===== config.mk =====
export PLATFORM = sky130hd
export DESIGN_NAME = ctrl_word_decoder
export DESIGN_NICKNAME = d
export VERILOG_FILES = /design/src/rtl/ctrl_dec_pkg.sv /design/src/rtl/word_classifier.sv /design/src/rtl/video_unpacker.sv /design/src/rtl/ctrl_voter.sv /design/src/rtl/ctrl_word_decoder.sv
export SDC_FILE = /design/constraint.sdc
export NUM_CORES = 1
export LEC_CHECK = 0
export BUFFER_PORTS_ARGS = -buffer_cell sky130_fd_sc_hd__clkbuf_2
export CAP_MARGIN = 10
export CORE_ASPECT_RATIO = 1.1
export CORE_MARGIN = 3
export CORE_UTILIZATION = 44
export CTS_BUF_LIST = sky130_fd_sc_hd__clkbuf_8
export DETAILED_ROUTE_END_ITERATION = 10
export PLACE_DENSITY = 0.78
export SLEW_MARGIN = 20
export SYNTH_ARGS = -nofsm -noshare
export SYNTH_HDL_FRONTEND = slang
export SYNTH_SLANG_ARGS = --single-unit

===== constraint.sdc =====
create_clock -name clk -period 2 [get_ports clk]
set_clock_uncertainty 0.1 [all_clocks]
set_input_delay 0.1 -clock clk [delete_from_list [all_inputs] [get_ports clk]]
set_output_delay 0.1 -clock clk [all_outputs]
set_load 0.01 [all_outputs]

===== src/rtl/ctrl_dec_pkg.sv =====
package ctrl_dec_pkg;

  typedef enum logic {
    PH_CTRL = 1'b0,
    PH_VID  = 1'b1
  } phase_t;

  typedef enum logic [1:0] {
    WK_CTRL = 2'd0,
    WK_VID  = 2'd1,
    WK_TO_V = 2'd2,
    WK_TO_C = 2'd3
  } wkind_t;

  // two-of-three vote
  function automatic logic vote3(input logic a, input logic b, input logic c);
    return (a & b) | (a & c) | (b & c);
  endfunction

  // all three copies agree
  function automatic logic same3(input logic a, input logic b, input logic c);
    return (a == b) && (b == c);
  endfunction

endpackage


===== src/rtl/word_classifier.sv =====
module word_classifier
  import ctrl_dec_pkg::*;
#(
  parameter int          WORD_W  = 20,
  parameter logic [19:0] CODE_TV = 20'hFFC00,
  parameter logic [19:0] CODE_TC = 20'h003FF
) (
  input  logic              clk,
  input  logic              rst,
  input  logic              word_vld,
  input  logic [WORD_W-1:0] word_in,
  output wkind_t            kind,
  output phase_t            phase
);

  logic hit_tv, hit_tc;

  assign hit_tv = (word_in == CODE_TV[WORD_W-1:0]);
  assign hit_tc = (word_in == CODE_TC[WORD_W-1:0]);

  always_comb begin
    if (hit_tv)              kind = WK_TO_V;
    else if (hit_tc)         kind = WK_TO_C;
    else if (phase == PH_VID) kind = WK_VID;
    else                     kind = WK_CTRL;
  end

  always_ff @(posedge clk) begin
    if (rst) begin
      phase <= PH_CTRL;
    end else if (word_vld) begin
      if (hit_tv)      phase <= PH_VID;
      else if (hit_tc) phase <= PH_CTRL;
    end
  end

  // phase codes steer later words
  a_r5_to_video : assert property (@(posedge clk) disable iff (rst)
    (word_vld && word_in == CODE_TV[WORD_W-1:0]) |=> (phase == PH_VID));
  a_r5_to_ctrl : assert property (@(posedge clk) disable iff (rst)
    (word_vld && word_in == CODE_TC[WORD_W-1:0]) |=> (phase == PH_CTRL));

endmodule


===== src/rtl/video_unpacker.sv =====
module video_unpacker #(
  parameter int SYM_W = 18,
  localparam int VW_W = SYM_W + 2
) (
  input  logic             clk,
  input  logic             rst,
  input  logic             load,
  input  logic [VW_W-1:0]  word_in,
  output logic [SYM_W-1:0] vid_o
);

  logic             pol;
  logic [SYM_W-1:0] sym;

  assign pol = word_in[1];
  assign sym = word_in[VW_W-1:2];

  always_ff @(posedge clk) begin
    if (rst)       vid_o <= '0;
    else if (load) vid_o <= pol ? ~sym : sym;
  end

  // video outputs hold outside video words
  a_r7_vid_hold : assert property (@(posedge clk) disable iff (rst)
    !load |=> $stable(vid_o));

endmodule


===== src/rtl/ctrl_voter.sv =====
module ctrl_voter
  import ctrl_dec_pkg::*;
#(
  parameter int VOTE_N   = 5,
  parameter int DIRECT_N = 4,
  parameter bit ERR_EN   = 1'b1,
  localparam int CW_W    = 1 + 3*VOTE_N + DIRECT_N,
  localparam int CTL_N   = VOTE_N + DIRECT_N,
  localparam int DIR_LO  = 1 + 3*VOTE_N
) (
  input  logic             clk,
  input  logic             rst,
  input  logic             load,
  input  logic [CW_W-1:0]  word_in,
  output logic [CTL_N-1:0] ctl_o,
  output logic             err_o
);

  logic [CTL_N-1:0]  ctl_nx;
  logic [VOTE_N-1:0] agree;

  for (genvar k = 0; k < VOTE_N; k++) begin : g_vote
    assign ctl_nx[k] = vote3(word_in[3*k+1], word_in[3*k+2], word_in[3*k+3]);
    assign agree[k]  = same3(word_in[3*k+1], word_in[3*k+2], word_in[3*k+3]);
  end

  for (genvar d = 0; d < DIRECT_N; d++) begin : g_direct
    assign ctl_nx[VOTE_N+d] = word_in[DIR_LO+d];
  end

  always_ff @(posedge clk) begin
    if (rst)       ctl_o <= '0;
    else if (load) ctl_o <= ctl_nx;
  end

  if (ERR_EN) begin : g_err
    always_ff @(posedge clk) begin
      if (rst) err_o <= 1'b0;
      else     err_o <= load && !(&agree);
    end
  end else begin : g_no_err
    assign err_o = 1'b0;
  end

  // control outputs hold outside control words
  a_r6_ctl_hold : assert property (@(posedge clk) disable iff (rst)
    !load |=> $stable(ctl_o));
  // error pulse only follows a control word
  a_r9_err_after_load : assert property (@(posedge clk) disable iff (rst)
    !load |=> !err_o);

endmodule


===== src/rtl/ctrl_word_decoder.sv =====
module ctrl_word_decoder
  import ctrl_dec_pkg::*;
#(
  parameter int          SYM_W    = 18,
  parameter int          VOTE_N   = 5,
  parameter int          DIRECT_N = 4,
  parameter bit          ERR_EN   = 1'b1,
  parameter logic [19:0] CODE_TV  = 20'hFFC00,
  parameter logic [19:0] CODE_TC  = 20'h003FF,
  localparam int WORD_W = SYM_W + 2,
  localparam int CTL_N  = VOTE_N + DIRECT_N
) (
  input  logic              clk,
  input  logic              rst,
  input  logic              word_vld,
  input  logic [WORD_W-1:0] word_in,
  output logic [SYM_W-1:0]  vid_o,
  output logic [CTL_N-1:0]  ctl_o,
  output logic              de_o,
  output logic              err_o
);

  wkind_t kind;
  phase_t phase;
  logic   ld_vid, ld_ctl;

  word_classifier #(
    .WORD_W (WORD_W),
    .CODE_TV(CODE_TV),
    .CODE_TC(CODE_TC)
  ) u_cls (
    .clk     (clk),
    .rst     (rst),
    .word_vld(word_vld),
    .word_in (word_in),
    .kind    (kind),
    .phase   (phase)
  );

  assign ld_vid = word_vld && (kind == WK_VID);
  assign ld_ctl = word_vld && (kind == WK_CTRL);

  video_unpacker #(.SYM_W(SYM_W)) u_vid (
    .clk    (clk),
    .rst    (rst),
    .load   (ld_vid),
    .word_in(word_in),
    .vid_o  (vid_o)
  );

  ctrl_voter #(
    .VOTE_N  (VOTE_N),
    .DIRECT_N(DIRECT_N),
    .ERR_EN  (ERR_EN)
  ) u_ctl (
    .clk    (clk),
    .rst    (rst),
    .load   (ld_ctl),
    .word_in(word_in),
    .ctl_o  (ctl_o),
    .err_o  (err_o)
  );

  always_ff @(posedge clk) begin
    if (rst)         de_o <= 1'b0;
    else if (ld_vid) de_o <= 1'b1;
    else if (ld_ctl) de_o <= 1'b0;
  end

  // phase codes leave de_o alone
  a_r8_de_on_code : assert property (@(posedge clk) disable iff (rst)
    (word_vld && (word_in == CODE_TV[WORD_W-1:0] || word_in == CODE_TC[WORD_W-1:0]))
      |=> $stable(de_o));
  // idle cycles change no held output
  a_r10_idle_hold : assert property (@(posedge clk) disable iff (rst)
    !word_vld |=> ($stable(de_o) && $stable(vid_o) && $stable(ctl_o)));
  // a video data word raises de_o
  a_r8_de_rises : assert property (@(posedge clk) disable iff (rst)
    (word_vld && phase == PH_VID && word_in != CODE_TV[WORD_W-1:0]
      && word_in != CODE_TC[WORD_W-1:0]) |=> de_o);

endmodule


==> results.txt <==
RSZ-0062 raised after global routing: false
Area Growth Syn to Fin: 24.9%
Worst ir drop on vdd: 0.286 mV
FF+latch count, synth: 30
Largest family of logic cells by synthesized area: simple AND/OR/NAND/NOR gates
1st-iter DRT viols: 71
I/O Buffers: 51
Status: complete, no violations
H-tree levels: 2
Met3 usage: 5.29%
Power density over the cells: 579 nW/µm²
Crit-path max FO: 10
Post-CTS Setup Repair Bufs: 0
Drt wl/cell: 13.4 µm
Leakage power: 1.15 nW
Placed cell count: 296
Reg-to-Reg Start: u_cls.phase
Synthesized Nets: 231
Gr usage total: 17.5%
DRC Markers: 0
Total CTS buffers: 5
Mapped Cells: 192
Width of the die: 68.2 µm
CP Capture Type: flip-flop
Core ar.: 4020 µm²
Worst-margin pin slew: 884 ps
Setup crit start kind: primary input
Critical path data required time: 2080 ps
Seq/Total Area, Yosys: 32.1%
Pins Over Slew Limit: 0
Clock root buffer: clkbuf_8
Ys async rst share: 0%
Post-route ant nets: 0
Kind of critical path: primary input to flip-flop
TNS Setup: 0 ps
Final Hold Viols: 0
Routability cong.: 0.802
Final Net Count: 291
Synth Area in XOR/XNOR: 7.49%
Post-synthesis compound-gate area fraction: 4.08%
Final Setup Violations: 0
Syn Std Cell Area: 1870 µm²
Layer with the highest usage: met2
Post-route clock period utilization: 93.2%
Netlist cell types: 34
First-pass detailed-route iteration total: 2
DR vias: 1498
Skew-Pair Late Insertion Delay: 290 ps
Hold Path Class: primary input to flip-flop
Simple-gate share of the synthesized area: 22.9%
Die span in y: 74.4 µm
Vias per inst: 4.91
Fin cells: 305
Syn avg cell area: 9.75 µm²
Synth Area in Adders: 10.7%
CTS max path bufs: 2
Worst hold start: word_in[19]
Largest net degree at the start of global routing: 47
DRT Wirelength: 4.07 mm
Clock Pin Slew Worst Setup and Hold Paths: 70 ps
Ys Warns: 0
Initial antenna violation count: 0
Length in cells of the worst reg-to-reg path: 2
R2R setup slack: 330 ps
Hold slack: 14.2 ps
Minimum clock period: 1860 ps
# clock sinks: 30
Ports: 52
Met2 Usage GRT: 29.2%
Arrival time worst endpoint: 1940 ps
Post-synth top flop: dfxtp_1
Starting Density: 46.5%
Overflow after GRT: 0
Post-synthesis mux area share: 17.2%
Fmax: 537 MHz
HPWL after DPL: 3.02 mm
First-pass GRT wire length: 6.62 mm
Full die area: 5070 µm²
CTS tree: done
Share of cells above drive strength 1: 37.5%
Number of max-cap violations: 0
Number of diodes: 0
R2r endpoint: u_ctl.ctl_o[2]
# rows: 24
PostCTS Resize Cnt: 0
Global-route track usage on met1: 20.7%
Vias in the first global route: 1532
Slew headroom: 40.8%
Worst Hold Path Cells: 3
WHS Endpoint: u_ctl.ctl_o[8]
Post-synth EDFFs: 0
[repair_timing]
| action | CTS | global route |
|---|---|---|
| hold buffers | 1 | 0 |
| endpoints found under the hold margin | 1 | 0 |
| endpoints found under the setup margin | 0 | 0 |
[flip-flops by register name, summed over array words and instances, names as in the netlist]
name / cells
de_o: 1
u_vid.vid_o: 18
u_ctl.err_o: 1
u_ctl.ctl_o: 9
u_cls.phase: 1
[synthesized netlist by cell type (2+ instances only)]
library cell | n | area, µm²
mux2_4 | 7 | 105
nor4_1 | 3 | 18.8
mux2_2 | 14 | 158
xnor2_1 | 16 | 140
nor2_1 | 22 | 82.6
mux2i_1 | 6 | 60.1
nor2b_1 | 21 | 131
clkbuf_1 | 6 | 22.5
a211oi_1 | 4 | 30.0
a21oi_1 | 2 | 10.0
inv_1 | 11 | 41.3
dfxtp_1 | 30 | 601
nand4b_1 | 4 | 35.0
ha_1 | 16 | 200
nand2b_1 | 11 | 68.8
[layout by cell type, fill, tap and decap left out, drive strengths merged]
cell         count
a211oi           4
a21o             1
a21oi            2
a31oi            1
and2             1
buf             11
clkbuf          57
clkinv           1
dfxtp           30
dlygate4sd3      1
ha              16
inv             12
mux2            21
mux2i            6
nand2            1
nand2b          11
nand3            1
nand4            1
nand4b           4
nor2            22
nor2b           21
nor3             2
nor4             4
o21ai            1
o41ai            1
or2b             1
or3              1
or3b             1
or4              1
xnor2           16
[worst max-delay path, stage by stage]
cell	delay [ps]
dlygate4sd3_1	520
clkbuf_2	130
o41ai_2	90
nor3_2	680
mux2_2	410
[kinds of logic after synthesis]
| logic type | count (synthesis) |
|---|---|
| and+or+nand+nor | 72 |
| adders and majority gates | 16 |
| AOI/OAI and AO/OA | 10 |
| xor gates and xnor gates | 16 |
| muxes | 27 |
| DFF | 30 |
| buffers and inverters | 21 |
[stage by stage]
step,utilization [%],total power [mW],area [µm²],setup WS [ps]
after floorplan,-,0.764,1870,108
after global placement,55.6,0.857,2240,-59.6
after detailed placement,55.6,0.861,2240,-89.5
after CTS,58.1,1.37,2340,141
after global routing,58.1,1.41,2340,21.8
final,58.1,1.35,2340,137
[worst max-delay path by stage]
stage / endpoint / slack, ps / start / cells past startpoint
detailed placement: u_vid.vid_o[3] / -90 / word_in[8] / 8
global placement: u_vid.vid_o[7] / -60 / word_in[8] / 8
finish: u_ctl.ctl_o[2] / 140 / word_vld / 5
floorplan: u_vid.vid_o[11] / 110 / word_in[16] / 6
global route: u_ctl.ctl_o[1] / 20 / word_vld / 5
CTS: u_ctl.ctl_o[2] / 140 / word_vld / 5
[layer usage]
layer | routed length (µm) | vias to the layer above
li1 | - | 761
met1 | 1830 | 699
met2 | 1980 | 32
met3 | 195 | 6
met4 | 68 | 0
met5 | 0 | -
[area by class of cell]
class / count / area (µm²)
fillers: 372 / 1690
multi-input cells: 141 / 1170
flip-flops and latches: 30 / 601
repair buffers: 63 / 373
clock buffers: 6 / 82.6
well taps: 52 / 65.1
inverters: 11 / 41.3
clock inverters: 2 / 8.76
[where the power goes]
group / leakage [nW] / switching, mW / internal, mW
Clock: 0.0524 / 0.232 / 0.272
Combinational: 0.858 / 0.121 / 0.111
Sequential: 0.244 / 0.00644 / 0.612
Total: 1.15 / 0.359 / 0.995
Note: power is estimated with default switching activity, not from simulation.
